## src/rtl/loc_pkg.sv

```systemverilog
package loc_pkg;
  localparam int unsigned ADDR_W      = 8;
  localparam int unsigned DATA_W      = 8;
  localparam int unsigned NUM_LINES   = 2;
  localparam logic [ADDR_W-1:0] CTRL_ADDR  = 8'h01;
  localparam logic [DATA_W-1:0] CTRL_RESET = 8'hA0;
  localparam int unsigned EN_BIT      = 7;

  typedef logic [ADDR_W-1:0] addr_t;
  typedef logic [DATA_W-1:0] data_t;
endpackage

```

## src/rtl/loc_edge_watch.sv

```systemverilog
module loc_edge_watch #(
  parameter int unsigned SYNC_STAGES = 2,
  parameter int unsigned IDLE_LIMIT  = 16
) (
  input  logic clk_i,
  input  logic rst_ni,
  input  logic line_i,
  output logic dead_o
);
  localparam int unsigned CNT_W = $clog2(IDLE_LIMIT + 1);
  localparam logic [CNT_W-1:0] LIMIT = CNT_W'(IDLE_LIMIT);

  // chain[SYNC_STAGES] holds the previous synchronised value
  logic [SYNC_STAGES:0] chain_q;
  logic [CNT_W-1:0]     idle_q;
  logic                 toggle;

  assign toggle = chain_q[SYNC_STAGES] ^ chain_q[SYNC_STAGES-1];

  always_ff @(posedge clk_i or negedge rst_ni) begin
    if (!rst_ni) chain_q <= '0;
    else         chain_q <= {chain_q[SYNC_STAGES-1:0], line_i};
  end

  always_ff @(posedge clk_i or negedge rst_ni) begin
    if (!rst_ni)              idle_q <= '0;
    else if (toggle)          idle_q <= '0;
    else if (idle_q != LIMIT) idle_q <= idle_q + 1'b1;
  end

  assign dead_o = (idle_q == LIMIT);

  assert_toggle_revives_R7: assert property (@(posedge clk_i) disable iff (!rst_ni)
    toggle |=> !dead_o);
  assert_dead_stays_R5: assert property (@(posedge clk_i) disable iff (!rst_ni)
    (dead_o && !toggle) |=> dead_o);
endmodule

```

## src/rtl/loc_ctrl_reg.sv

```systemverilog
module loc_ctrl_reg
  import loc_pkg::*;
(
  input  logic  clk_i,
  input  logic  rst_ni,
  input  logic  cs_i,
  input  logic  we_i,
  input  addr_t addr_i,
  input  data_t wdata_i,
  output data_t ctrl_o,
  output logic  en_o
);
  data_t ctrl_q;
  logic  hit;

  assign hit = cs_i && we_i && (addr_i == CTRL_ADDR);

  always_ff @(posedge clk_i or negedge rst_ni) begin
    if (!rst_ni)  ctrl_q <= CTRL_RESET;
    else if (hit) ctrl_q <= wdata_i;
  end

  assign ctrl_o = ctrl_q;
  assign en_o   = ctrl_q[EN_BIT];

  assert_write_lands_R2: assert property (@(posedge clk_i) disable iff (!rst_ni)
    (cs_i && we_i && addr_i == CTRL_ADDR) |=> ctrl_o == $past(wdata_i));
  assert_other_addr_ignored_R2: assert property (@(posedge clk_i) disable iff (!rst_ni)
    !(cs_i && we_i && addr_i == CTRL_ADDR) |=> $stable(ctrl_o));
endmodule

```

## src/rtl/loc_ready_force.sv

```systemverilog
module loc_ready_force (
  input  logic clk_i,
  input  logic rst_ni,
  input  logic cs_i,
  input  logic en_i,
  input  logic loss_i,
  output logic force_o
);
  logic force_q, fired_q, fire;

  assign fire = cs_i && en_i && loss_i && !fired_q;

  always_ff @(posedge clk_i or negedge rst_ni) begin
    if (!rst_ni) begin
      force_q <= 1'b0;
      fired_q <= 1'b0;
    end else begin
      force_q <= fire;
      fired_q <= cs_i && (fired_q || fire);
    end
  end

  assign force_o = force_q;

  assert_single_pulse_R6: assert property (@(posedge clk_i) disable iff (!rst_ni)
    force_o |=> !force_o);
  assert_needs_enable_R3: assert property (@(posedge clk_i) disable iff (!rst_ni)
    force_o |-> $past(en_i));
  assert_needs_loss_R4: assert property (@(posedge clk_i) disable iff (!rst_ni)
    force_o |-> $past(loss_i && cs_i));
endmodule

```

## src/rtl/loc_rescue.sv

```systemverilog
module loc_rescue
  import loc_pkg::*;
#(
  parameter int unsigned SYNC_STAGES = 2,
  parameter int unsigned IDLE_LIMIT  = 16
) (
  input  logic       clk_i,
  input  logic       rst_ni,
  input  logic       tx_clk_i,
  input  logic       rx_clk_i,
  input  logic       cs_i,
  input  logic       we_i,
  input  logic [7:0] addr_i,
  input  logic [7:0] wdata_i,
  input  logic       core_rdy_i,
  output logic       rdy_o,
  output logic [7:0] io_ctrl_o
);
  logic [NUM_LINES-1:0] lines, dead;
  logic en, loss, force_rdy;

  assign lines = {rx_clk_i, tx_clk_i};

  for (genvar g = 0; g < NUM_LINES; g++) begin : g_watch
    loc_edge_watch #(
      .SYNC_STAGES(SYNC_STAGES),
      .IDLE_LIMIT (IDLE_LIMIT)
    ) i_watch (
      .clk_i (clk_i),
      .rst_ni(rst_ni),
      .line_i(lines[g]),
      .dead_o(dead[g])
    );
  end

  assign loss = &dead;

  loc_ctrl_reg i_ctrl (
    .clk_i  (clk_i),
    .rst_ni (rst_ni),
    .cs_i   (cs_i),
    .we_i   (we_i),
    .addr_i (addr_i),
    .wdata_i(wdata_i),
    .ctrl_o (io_ctrl_o),
    .en_o   (en)
  );

  loc_ready_force i_force (
    .clk_i  (clk_i),
    .rst_ni (rst_ni),
    .cs_i   (cs_i),
    .en_i   (en),
    .loss_i (loss),
    .force_o(force_rdy)
  );

  assign rdy_o = core_rdy_i | force_rdy;

  assert_core_passes_R8: assert property (@(posedge clk_i) disable iff (!rst_ni)
    core_rdy_i |-> rdy_o);
  assert_rearm_needs_idle_R6: assert property (@(posedge clk_i) disable iff (!rst_ni)
    (force_rdy && cs_i) |=> !force_rdy);
endmodule

```

## config.mk

```make
export PLATFORM = sky130hd
export DESIGN_NAME = loc_rescue
export DESIGN_NICKNAME = d
export VERILOG_FILES = /design/src/rtl/loc_pkg.sv /design/src/rtl/loc_edge_watch.sv /design/src/rtl/loc_ctrl_reg.sv /design/src/rtl/loc_ready_force.sv /design/src/rtl/loc_rescue.sv
export SDC_FILE = /design/constraint.sdc
export NUM_CORES = 1
export LEC_CHECK = 0
export BUFFER_PORTS_ARGS = -buffer_cell sky130_fd_sc_hd__clkbuf_2
export CORE_ASPECT_RATIO = 0.7
export CORE_MARGIN = 2
export CORE_UTILIZATION = 45
export DETAILED_ROUTE_END_ITERATION = 7
export MAX_ROUTING_LAYER = met4
export PLACE_DENSITY_LB_ADDON = 0.12
export SYNTH_ARGS = -nofsm -noshare
export SYNTH_HDL_FRONTEND = slang
export SYNTH_SLANG_ARGS = --single-unit
```

## constraint.sdc

```tcl
create_clock -name clk_i -period 1.95 [get_ports clk_i]
set_input_delay 0.195 -clock clk_i [delete_from_list [all_inputs] [get_ports clk_i]]
set_output_delay 0.195 -clock clk_i [all_outputs]
set_load 0.005 [all_outputs]
```

# Word-level counts from Yosys, hierarchy flattened
# Cells that the tools add are included.
# totals
ff_bits,26
word_cells,32
input_bits,23
# op_classes
n_mux,4
reduce_logical,11
eq_ne,5
add_sub_neg,2
bitwise_logic,3
# ops
cell,n
$mux W5,4
$add A5 B1 Y5 const B,2
$eq A5 B5 Y1 const B,2
$ne A5 B5 Y1 const B,2
$eq A8 B1 Y1 const B,1
$logic_and A1 B1 Y1,6
$reduce_bool A2 Y1,2
$reduce_and A2 Y1,1
$xor A1 B1 Y1,2
$logic_not A1 Y1,1
$logic_or A1 B1 Y1,1
$or A1 B1 Y1,1

# Depth between registers and ports, before layout
# Gate-level depths: netlist of run 1.
# depth
word_depth,6
depth_mapped,5
mapped_depth_nobuf,5

# By module
# A second synthesis of run 1 with hierarchy kept.
# hier_totals
cells_unflattened,81
area_unflattened_um2,1116.1
# modules_own_cells
module,cells_per_inst,n_inst,area_per_inst_um2,seq_area_each_um2
loc_edge_watch,27,2,331.6,200.2
loc_ctrl_reg,20,1,369.1,202.7
loc_ready_force,5,1,71.3,50.0
loc_rescue,2,1,12.5,0.0

# Worst setup path before layout of run 1
# Ideal clock, no wire load.
# synth_timing
path_kind,input to register
startpoint,input port addr_i[3]
endpoint,"register i_ctrl.ctrl_q[0], in the netlist i_ctrl.ctrl_o[0]"
stages,4
path_slack_ps,207
t_arrival_ps,1618
setup_ps,125
path_cell_list,or4_1 or4_1 buf_6 mux2_4
# synth_between
elab_chain_cells,2
# synth_lines
item,line_no,rtl
from (decl),loc_rescue.sv:13,"input logic [7:0] addr_i,"
$eq A8 B1 Y1,loc_ctrl_reg.sv:16,assign hit = cs_i && we_i && (addr_i == CTRL_ADDR);
$logic_and A1 B1 Y1,loc_ctrl_reg.sv:16,
to (signal assigned),loc_ctrl_reg.sv:20,else if (hit) ctrl_q <= wdata_i;
to (decl),loc_ctrl_reg.sv:13,data_t ctrl_q;
# No other way between the ends.
# A chain may end at the register's enable or synchronous reset.

# Final worst setup path of run 1
# layout_timing
startpoint,input port addr_i[3]
endpoint,"register i_ctrl.ctrl_q[2], in the netlist i_ctrl.ctrl_o[2]"
# The elaborated chain is that of the path after synthesis.

==> results of run 1 <==
## flip-flops by register name, summed over array words and instances, names as in the netlist
signal / cells
g_watch.i_watch.idle_q: 10
i_force.force_o: 1
i_force.fired_q: 1
i_ctrl.ctrl_o: 8
g_watch.i_watch.chain_q: 6
## report_power, final
group,internal (mW),switching (mW),leakage (nW)
registers,0.571,0.0261,0.336
clock network,0.208,0.148,0.0279
logic,0.0659,0.0546,0.350
total,0.845,0.228,0.714
## cells in the final DEF (no fill, tap or decap), drive strengths merged
cell type    count
nor4bb           2
xnor2            4
nor2             9
dfrtp           24
clkbuf          34
nand4b           1
dlygate4sd3      3
buf              3
a21boi           1
ha               4
dfstp            2
or2              2
nor3             1
or4              2
mux2             8
nor3b            1
mux2i            2
bufinv           1
xor2             6
inv              5
nand3            5
## worst max-delay path, cell delays in order
cell      delay, ns
clkbuf_2       0.07
or4_1          0.49
or4_1          0.47
buf_4          0.20
mux2_4         0.31
## through the flow
step | cells | area (µm²) | setup slack, ns | total power, mW
after floorplan | 81 | 1100 | 0.207 | 0.670
after global placement | 145 | 1300 | 0.103 | 0.720
after detailed placement | 145 | 1300 | 0.0763 | 0.726
after CTS | 152 | 1390 | 0.421 | 1.09
after global routing | 152 | 1390 | 0.310 | 1.13
final | 152 | 1390 | 0.413 | 1.07
## cells by family after synthesis
family | Yosys count | synth area share [%]
AND/OR/NAND/NOR | 23 | 11.6
adder cells (fa/ha/maj) | 4 | 4.54
flip-flops | 26 | 59.2
AO/OA/AOI/OAI | 1 | 0.681
multiplexers | 10 | 12.7
XOR/XNOR | 10 | 7.94
buffers and inverters | 7 | 3.40
## layer usage
metal / global-route usage (%) / vias up / wire length [µm]
met3: 4.70 / 0 / 103
met5: - / - / 0
li1: - / 348 / -
met2: 23.6 / 22 / 850
met1: 19.8 / 326 / 835
met4: 1.30 / 0 / 0
## layout make-up
class	instances	area [µm²]	area share, %
tap	32	40.0	2.89
inverter	5	18.8	1.36
multi-input combinational	48	413	29.8
clock inverter	1	30.0	2.17
clock buffer	3	22.5	1.63
timing repair buffer	37	208	15.0
sequential	26	653	47.2
## how the worst max path moves through the flow
stage,from,endpoint,slack [ns]
after floorplan,addr_i[3],i_ctrl.ctrl_o[0]$_DFFE_PN0P_,0.21
after global placement,addr_i[3],i_ctrl.ctrl_o[3]$_DFFE_PN0P_,0.10
after detailed placement,addr_i[3],i_ctrl.ctrl_o[2]$_DFFE_PN0P_,0.08
after CTS,g_watch[1].i_watch.idle_q[0]$_DFFE_PN0P_,i_force.force_o$_DFF_PN0_,0.42
after global routing,g_watch[1].i_watch.idle_q[0]$_DFFE_PN0P_,i_force.force_o$_DFF_PN0_,0.31
final,addr_i[3],i_ctrl.ctrl_o[2]$_DFFE_PN0P_,0.41
## what timing repair did
| item | CTS | global route |
|---|---|---|
| hold buffers | 3 | 0 |
| buffers inserted | 0 | 0 |
| hold endpoints to repair | 26 | 0 |
| setup endpoints to repair | 0 | 0 |
==> results.py, run 1 <==
metrics = {
    "outcome": {
        "status": "finished, final reports clean",
    },
    "worst_hold_path": {
        "hold_depth": 2,
        "hold_path_class": "in2reg",
        "min-delay-start": "wdata_i[6]",
        "holdPathEnd": "i_ctrl.ctrl_o[6]$_DFFE_PN0P_",
    },
    "global_route": {
        "grt_overflow": 0,
        "grt_pass1_wl_um": 3000,
        "antenna_found_initial": 0,
        "grt_pass1_vias": 653,
        "grtUsageTotal_pct": 14.8,
        "grt_max_degree": 27,
    },
    "synthesis": {
        "synthesis.area_mm2": 0.00110,
        "synth_edf_count": 0,
        "ys_warn_count": 0,
        "synth.area.top_cells": "dfrtp_1 (54%), mux2_4 (11%), dfstp_2 (4.8%)",
        "yosysTopAreaCellShare_pct": 54.4,
        "synth.most_common_cell": "dfrtp_1",
        "seq_area_frac_synth_pct": 59.2,
        "synthArstFlopShare_pct": 100,
        "netlist.top_cell.by_area": "dfrtp_1",
        "synth_nets": 108,
        "syn_area_per_cell_um2": 13.6,
        "ys_ff_latch": 26,
        "synth_cell_type_count": 19,
        "synthTopCellsByCount": "dfrtp_1 (24), nor2_1 (9), mux2_4 (8), xor2_1 (6)",
        "yosys_most_used_dff": "dfrtp_1",
        "synth_cells": 81,
    },
    "sta": {
        "finalHoldViolations": 0,
        "setup_viol": 0,
        "fin_crit_ns": 1.54,
        "fin_crit_sh_pct": 78.8,
        "slew_headroom_pct": 59.6,
        "rsz0062_at_grt": "false",
        "slew_violations": 0,
        "tightest_slew_ns": 0.607,
        "whs_ns": 0.101,
        "max_clock_freq_mhz": 651,
        "tns_ns": 0,
        "worst_clock_skew_ns": 0.0123,
    },
    "floorplanning": {
        "die_y_um": 45.4,
        "start_util_pct": 49.2,
        "ios": 32,
        "coreArea_mm2": 0.00224,
        "core.rowCount": 14,
        "fp.dieArea_mm2": 0.00287,
        "die_x_um": 63.2,
    },
    "clocking": {
        "cts_root_buf": "clkbuf_4",
        "cts_sinks": 26,
        "clk_latency_ns": 0.32,
        "cts_tree": "built",
        "cts-buffers-inserted": 3,
        "max-clock-path-buffers": 2,
        "clk_pin_slew_worst_paths_ns": 0.14,
        "htree_levels": 1,
        "ctsResizeCount": 0,
    },
    "setup_path": {
        "cp.arrival_ns": 1.74,
        "r2r-start": "g_watch[1].i_watch.idle_q[0]$_DFFE_PN0P_",
        "start_kind": "primary input",
        "reg2reg_depth": 6,
        "rrSetupSlack_ns": 0.45,
        "critPathMaxFanout": 8,
        "crit_required_ns": 2.15,
        "critPathCaptureType": "register",
        "r2r-end": "i_force.force_o$_DFF_PN0_",
        "crit_type": "in2reg",
    },
    "final_layout": {
        "final_net_count": 148,
        "syn_to_final_growth_pct": 25.5,
        "diodes": 0,
        "fill_cells": 205,
        "fin_util_pct": 61.8,
        "drive_gt1_share_pct": 41.7,
    },
    "route": {
        "vias_per_cell": 4.58,
        "drcViolationCount": 0,
        "drt_iter0_markers": 33,
        "first_pass_iters": 4,
        "ant_nets": 0,
        "wirelength_um": 1790,
        "wl_per_cell_um": 11.8,
        "vias": 696,
    },
    "placed_design": {
        "place_congestion": 0.745,
        "hpwl_um": 1450,
        "port_buffers": 31,
    },
    "power_and_ir_drop": {
        "ir_worst_vdd_uv": 436,
        "p_leak_nw": 0.714,
        "powerDensity_mw_per_mm2": 775,
    },
    "job": {
        "maxCapViolations": 0,
    },
}
Note: power is estimated with default switching activity, not from simulation.
==> inputs of run 2 (changes only) <==
--- a/config.mk
+++ b/config.mk
@@ -5,6 +5,7 @@
 export SDC_FILE = /design/constraint.sdc
 export NUM_CORES = 1
 export LEC_CHECK = 0
+export ABC_AREA = 1
 export BUFFER_PORTS_ARGS = -buffer_cell sky130_fd_sc_hd__clkbuf_2
 export CORE_ASPECT_RATIO = 0.7
 export CORE_MARGIN = 2
==> constraint.sdc (replaced) <==
create_clock -name clk_i -period 1.5 [get_ports clk_i]
set_input_delay 0.15 -clock clk_i [delete_from_list [all_inputs] [get_ports clk_i]]
set_output_delay 0.15 -clock clk_i [all_outputs]
set_load 0.005 [all_outputs]
==> run 2 against run 1 <==
  * Largest power group unchanged
  * Critical endpoint is now g_watch[1].i_watch.idle_q[0]$_DFFE_PN0P_
  * Via count is 25% higher
  * Largest cell class unchanged
  * Final cell count is 27% higher
  * Highest routed layer is now met4
  * Sequential share of layout area is 1.4 points lower
  * Critical path type is now reg2reg
  * Clock skew shrank 0.010 ns
  * Sequential cell count did not move
  * First-iteration DRC count grew 45%
  * Sequential power rose by 30%
==> results.py, run 2 <==
metrics = {
    "synthesis": {
        "synth_cell_type_count": 20,
        "seq_area_frac_synth_pct": 55.9,
        "ys_warn_count": 0,
        "synth_cells": 123,
        "ys_ff_latch": 26,
        "synthesis.area_mm2": 0.00117,
        "yosys_most_used_dff": "dfrtp_1",
        "synth.area.top_cells": "dfrtp_1 (51%), nand2_1 (8.4%), nand3_1 (7.3%)",
        "synth_edf_count": 0,
        "synthArstFlopShare_pct": 100,
        "synth.most_common_cell": "nand2_1",
        "netlist.top_cell.by_area": "dfrtp_1",
        "synthTopCellsByCount": "nand2_1 (26), dfrtp_1 (24), nand3_1 (17), inv_1 (16), nor2_1 (9)",
        "yosysTopAreaCellShare_pct": 51.4,
        "synth_nets": 150,
        "syn_area_per_cell_um2": 9.49,
    },
    "setup_path": {
        "crit_type": "reg2reg",
        "reg2reg_depth": 7,
        "start_kind": "register",
        "critPathMaxFanout": 3,
        "crit_cells": 7,
        "path_cells": "inv_1 > ha_1 > nand2_1 > nor2_1 > inv_1 > nand3_1 > o21ai_1",
        "cpMostUsedCell": "inv_1",
        "cp_slowest_cell": "dfrtp_1",
        "path_buf_inv": 2,
        "cp.arrival_ns": 1.40,
        "crit_required_ns": 1.65,
        "critPathMaxStageDelay_ns": 0.41,
        "crit_family": "flip-flops",
        "critPathCaptureType": "register",
    },
    "floorplanning": {
        "die_y_um": 46.6,
        "start_util_pct": 47.5,
        "core.rowCount": 15,
        "die_x_um": 64.9,
        "fp.dieArea_mm2": 0.00302,
        "ios": 32,
        "coreArea_mm2": 0.00246,
    },
    "final_layout": {
        "drive_gt1_share_pct": 27.7,
        "layout.cells.non_filler": 193,
        "syn_to_final_growth_pct": 22.4,
        "final_net_count": 188,
        "top_register": "g_watch.i_watch.idle_q",
        "diodes": 0,
        "layout_common_cells": "clkbuf_2 (31), nand2_1 (26), dfrtp_1 (24), nand3_1 (17), inv_1 (16)",
        "largest_reg_flops": 10,
        "layout_commonest_cell": "clkbuf_2",
    },
    "sta": {
        "worst_clock_skew_ns": 0.00224,
        "rsz0062_at_grt": "false",
        "fin_crit_sh_pct": 83.2,
        "slew_violations": 0,
        "tns_ns": 0,
        "max_clock_freq_mhz": 802,
        "tightest_slew_ns": 0.631,
        "slew_headroom_pct": 57.9,
        "fin_crit_ns": 1.25,
        "setup_viol": 0,
        "finalHoldViolations": 0,
    },
    "route": {
        "drcViolationCount": 0,
        "drt_iter0_markers": 48,
        "vias_per_cell": 4.50,
        "wirelength_um": 2040,
        "wl_per_cell_um": 10.6,
        "vias": 869,
        "first_pass_iters": 4,
        "ant_nets": 0,
    },
    "outcome": {
        "status": "finished, final reports clean",
    },
    "clocking": {
        "cts-buffers-inserted": 3,
        "cts_tree": "built",
        "ctsResizeCount": 0,
        "cts_root_buf": "clkbuf_8",
        "htree_levels": 1,
        "max-clock-path-buffers": 2,
        "cts_sinks": 26,
        "clk_latency_ns": 0.26,
        "clk_pin_slew_worst_paths_ns": 0.08,
    },
    "global_route": {
        "grt_pass1_wl_um": 3520,
        "grtUsageTotal_pct": 16.3,
        "grt_max_degree": 27,
        "antenna_found_initial": 0,
        "grt_overflow": 0,
        "grt_pass1_vias": 845,
    },
    "power_and_ir_drop": {
        "powerDensity_mw_per_mm2": 925,
        "power_mw": 1.32,
        "ir_worst_vdd_uv": 555,
        "p_leak_nw": 0.763,
    },
    "placed_design": {
        "dp_cells": 187,
        "hpwl_um": 1550,
        "port_buffers": 31,
        "place_congestion": 0.704,
    },
    "worst_hold_path": {
        "hold_depth": 3,
        "hold_path_class": "in2reg",
    },
    "job": {
        "maxCapViolations": 0,
    },
}
==> run 2: worst register-to-register path, delay by kind of cell (launching register included) <==
family          cells  cell delay, ns
compound gates      1            0.06
fa+ha+maj           1            0.16
buf+inv             2            0.20
flops               1            0.41
simple gates        3            0.31
==> run 2: cells by family after synthesis <==
family / Yosys count / synth area share (%)
DFF: 26 / 55.9
adders and majority gates: 4 / 4.29
and+or+nand+nor: 60 / 24.5
buffers and inverters: 20 / 7.07
xor gates and xnor gates: 8 / 6.00
AOI/OAI and AO/OA: 5 / 2.14
==> run 2: cell type report <==
| cell class | instances | area, µm² |
|---|---|---|
| multi-input cells | 77 | 432 |
| inverters | 18 | 67.6 |
| clock buffers | 3 | 41.3 |
| fillers | 212 | 1030 |
| repair buffers | 35 | 193 |
| flip-flops and latches | 26 | 653 |
| well taps | 34 | 42.5 |
==> run 2: power by group <==
part | switching, mW | internal, mW
Combinational | 0.0944 | 0.0824
Sequential | 0.0319 | 0.742
Clock | 0.192 | 0.180
==> run 2: through the flow <==
step	util [%]	area, µm²	worst slack, ns	hold WS [ns]
after floorplan	-	1170	0.402	-0.146
after global placement	55.2	1360	0.247	0.195
after detailed placement	55.2	1360	0.244	0.200
after CTS	58.1	1430	0.235	0.0646
after global routing	58.1	1430	0.106	0.0704
final	58.1	1430	0.252	0.0677
==> run 2: worst paths after layout <==
| check | start | endpoint | slack, ns |
|---|---|---|---|
| worst max-delay path | g_watch[1].i_watch.idle_q[0]$_DFFE_PN0P_ | g_watch[1].i_watch.idle_q[0]$_DFFE_PN0P_ | 0.25 |
| worst min-delay path | wdata_i[5] | i_ctrl.ctrl_o[5]$_DFFE_PN1P_ | 0.07 |
| worst max register to register | g_watch[1].i_watch.idle_q[0]$_DFFE_PN0P_ | g_watch[1].i_watch.idle_q[0]$_DFFE_PN0P_ | 0.25 |
| worst min register to register | g_watch[0].i_watch.chain_q[0]$_DFF_PN0_ | g_watch[0].i_watch.chain_q[1]$_DFF_PN0_ | 0.36 |
| max in group asynchronous | rst_ni | g_watch[0].i_watch.chain_q[2]$_DFF_PN0_ | 0.66 |
| min in group asynchronous | rst_ni | i_ctrl.ctrl_o[0]$_DFFE_PN0P_ | 0.43 |
==> run 2: repair_timing <==
action,4_1_cts,5_1_grt
hold buffers,3,0
endpoints found under the hold margin,26,0
setup buffers,0,0
==> run 2: routing by layer <==
metal  track usage (%)  wire (µm)
met3              5.87         97
met4              4.68         10
met1              19.0       1020
met2              27.2        907
met5                 -          0
==> inputs of run 3 (changes only) <==
==> constraint.sdc (replaced) <==
create_clock -name clk_i -period 1.1 [get_ports clk_i]
set_input_delay 0.11 -clock clk_i [delete_from_list [all_inputs] [get_ports clk_i]]
set_output_delay 0.11 -clock clk_i [all_outputs]
set_load 0.005 [all_outputs]
==> run 3 against run 2 <==
  * The flow now finishes with violations (negative setup slack)
  * Clock power increased by 60%
  * Sequential share of layout area down 6.8 points
  * Critical endpoint is now g_watch[1].i_watch.idle_q[1]$_DFFE_PN0P_
  * Highest routed layer unchanged
  * Via count increased by 6.2%
==> results.py, run 3 (synthesis gave the netlist of run 2 again) <==
metrics = {
    "sta": {
        "whs_ns": 0.0280,
        "fin_crit_ns": 1.16,
        "fin_crit_sh_pct": 105,
        "worst_clock_skew_ns": 0.00592,
        "max_clock_freq_mhz": 863,
        "fin_ws_ns": -0.0587,
        "tightest_slew_ns": 0.315,
        "rsz0062_at_grt": "true",
        "slew_headroom_pct": 79.0,
        "finalHoldViolations": 0,
        "slew_violations": 0,
        "setup_viol": 8,
    },
    "setup_path": {
        "critPathCaptureType": "register",
        "start_kind": "register",
        "cp.arrival_ns": 1.32,
        "reg2reg_depth": 7,
        "crit_type": "reg2reg",
        "critPathMaxFanout": 3,
        "r2r-start": "g_watch[1].i_watch.idle_q[0]$_DFFE_PN0P_",
        "rrSetupSlack_ns": -0.06,
        "crit_required_ns": 1.26,
        "r2r-end": "g_watch[1].i_watch.idle_q[1]$_DFFE_PN0P_",
    },
    "placed_design": {
        "port_buffers": 31,
        "place_congestion": 0.720,
        "placed_area_mm2": 0.00143,
        "dp_cells": 196,
        "hpwl_um": 1640,
    },
    "floorplanning": {
        "start_util_pct": 47.5,
        "fp.dieArea_mm2": 0.00302,
        "ios": 32,
        "die_y_um": 46.6,
        "coreArea_mm2": 0.00246,
        "die_x_um": 64.9,
        "core.rowCount": 15,
    },
    "worst_hold_path": {
        "holdPathEnd": "i_ctrl.ctrl_o[5]$_DFFE_PN1P_",
        "min-delay-start": "wdata_i[5]",
        "hold_path_class": "in2reg",
        "hold_depth": 3,
    },
    "final_layout": {
        "layout_common_cells": "clkbuf_2 (31), dfrtp_1 (24), nand2_1 (21), buf_4 (12)",
        "fin_util_pct": 68.2,
        "layout.cells.non_filler": 206,
        "drive_gt1_share_pct": 48.8,
        "diodes": 0,
        "syn_to_final_growth_pct": 43.7,
        "largest_reg_flops": 10,
        "layout_commonest_cell": "clkbuf_2",
        "design_area_mm2": 0.00168,
        "top_register": "g_watch.i_watch.idle_q",
        "final_net_count": 200,
    },
    "power_and_ir_drop": {
        "ir_worst_vdd_uv": 717,
        "seqPwrFrac_pct": 49.8,
        "power.switching_uw": 540,
        "pwr-share-clk_pct": 28.0,
        "p_leak_nw": 0.856,
        "netSwitchingFraction_pct": 25.4,
        "power_mw": 2.13,
        "pwr-share-comb_pct": 22.2,
        "power.internal_mw": 1.59,
        "powerDensity_mw_per_mm2": 1270,
    },
    "job": {
        "maxCapViolations": 0,
    },
    "clocking": {
        "cts_root_buf": "clkbuf_8",
        "cts-buffers-inserted": 3,
        "cts_tree": "built",
        "htree_levels": 1,
        "cts_sinks": 26,
        "max-clock-path-buffers": 2,
        "clk_pin_slew_worst_paths_ns": 0.08,
        "clk_latency_ns": 0.27,
    },
    "route": {
        "first_pass_iters": 3,
        "vias_per_cell": 4.48,
        "drt_iter0_markers": 15,
        "wirelength_um": 2320,
        "vias": 923,
        "wl_per_cell_um": 11.3,
        "ant_nets": 0,
        "drcViolationCount": 0,
    },
    "global_route": {
        "grt_overflow": 0,
        "antenna_found_initial": 0,
        "grtUsageTotal_pct": 17.9,
        "grt_pass1_wl_um": 3750,
        "grt_pass1_vias": 882,
        "grt_max_degree": 27,
    },
    "outcome": {
        "violations": "negative setup slack",
        "status": "complete, but fails checks",
    },
}
==> run 3: changes by cell type in the layout (fill, tap and decap cells not counted), moves of 4 or more <==
cell | previous run | this run
inv_1 | 16 | 10
nand3_1 | 17 | 10
buf_4 | 1 | 12
ha_1 | 4 | 0
nand3_2 | 0 | 7
inv_2 | 2 | 8
nand2_1 | 26 | 21
ha_4 | 0 | 4
==> run 3: timing repair <==
item	in CTS	in global routing
buffers inserted	3	1
pin swaps	7	9
resized for setup	16	21
endpoints found under the setup margin	11	13
hold buffers	3	0
hold endpoints to repair	26	0
==> run 3: final cells by class <==
| class | instances | area [µm²] |
|---|---|---|
| Fill cell | 176 | 781 |
| Sequential cell | 26 | 653 |
| Multi-Input combinational cell | 77 | 573 |
| Timing Repair Buffer | 47 | 287 |
| Inverter | 18 | 67.6 |
| Clock buffer | 4 | 55.1 |
| Tap cell | 34 | 42.5 |
==> run 3: how the worst max path moves through the flow <==
stage	from	endpoint	slack, ns	depth (start not counted)
3_5_place_dp	g_watch[1].i_watch.idle_q[1]$_DFFE_PN0P_	g_watch[1].i_watch.idle_q[0]$_DFFE_PN0P_	-0.12	7
4_1_cts	i_force.force_o$_DFF_PN0_	rdy_o	-0.02	2
3_3_place_gp	g_watch[1].i_watch.idle_q[1]$_DFFE_PN0P_	g_watch[1].i_watch.idle_q[1]$_DFFE_PN0P_	-0.10	7
6_report	g_watch[1].i_watch.idle_q[0]$_DFFE_PN0P_	g_watch[1].i_watch.idle_q[1]$_DFFE_PN0P_	-0.06	7
2_1_floorplan	g_watch[1].i_watch.idle_q[0]$_DFFE_PN0P_	g_watch[1].i_watch.idle_q[0]$_DFFE_PN0P_	0.002	7
5_1_grt	g_watch[1].i_watch.idle_q[0]$_DFFE_PN0P_	i_force.fired_q$_DFF_PN0_	-0.14	6
==> run 3: routing by layer <==
layer  GRT usage [%]  vias up  part of all wire (%)
met3            5.87        5                   4.2
met1            20.7      424                    45
li1                -      479                     -
met4            8.94        0                   1.9
met2            28.9       15                    49
met5               -        -                     0
==> run 3: power groups by stage <==
stage / combinational [mW] / clock [mW] / sequential, mW
after floorplan: 0.141 / 0 / 1.07
after global placement: 0.299 / 0 / 1.07
after detailed placement: 0.308 / 0 / 1.07
after CTS: 0.379 / 0.617 / 1.05
after global routing: 0.524 / 0.667 / 1.07
final: 0.472 / 0.595 / 1.06
==> run 3: per-stage QoR <==
stage	TNS, ns	setup WS (ns)
final	-0.326	-0.0587
after global routing	-1.04	-0.137
after CTS	-0.0256	-0.0165
after detailed placement	-0.716	-0.122
after global placement	-0.483	-0.101
after floorplan	0	0.00163
==> run 3: critical path, stage by stage, from the launching register on <==
cell	delay (ns)
dfrtp_1	0.42
inv_2	0.09
ha_4	0.14
nand2_4	0.05
nor2_4	0.16
inv_2	0.08
nand3_2	0.07
o21ai_2	0.05
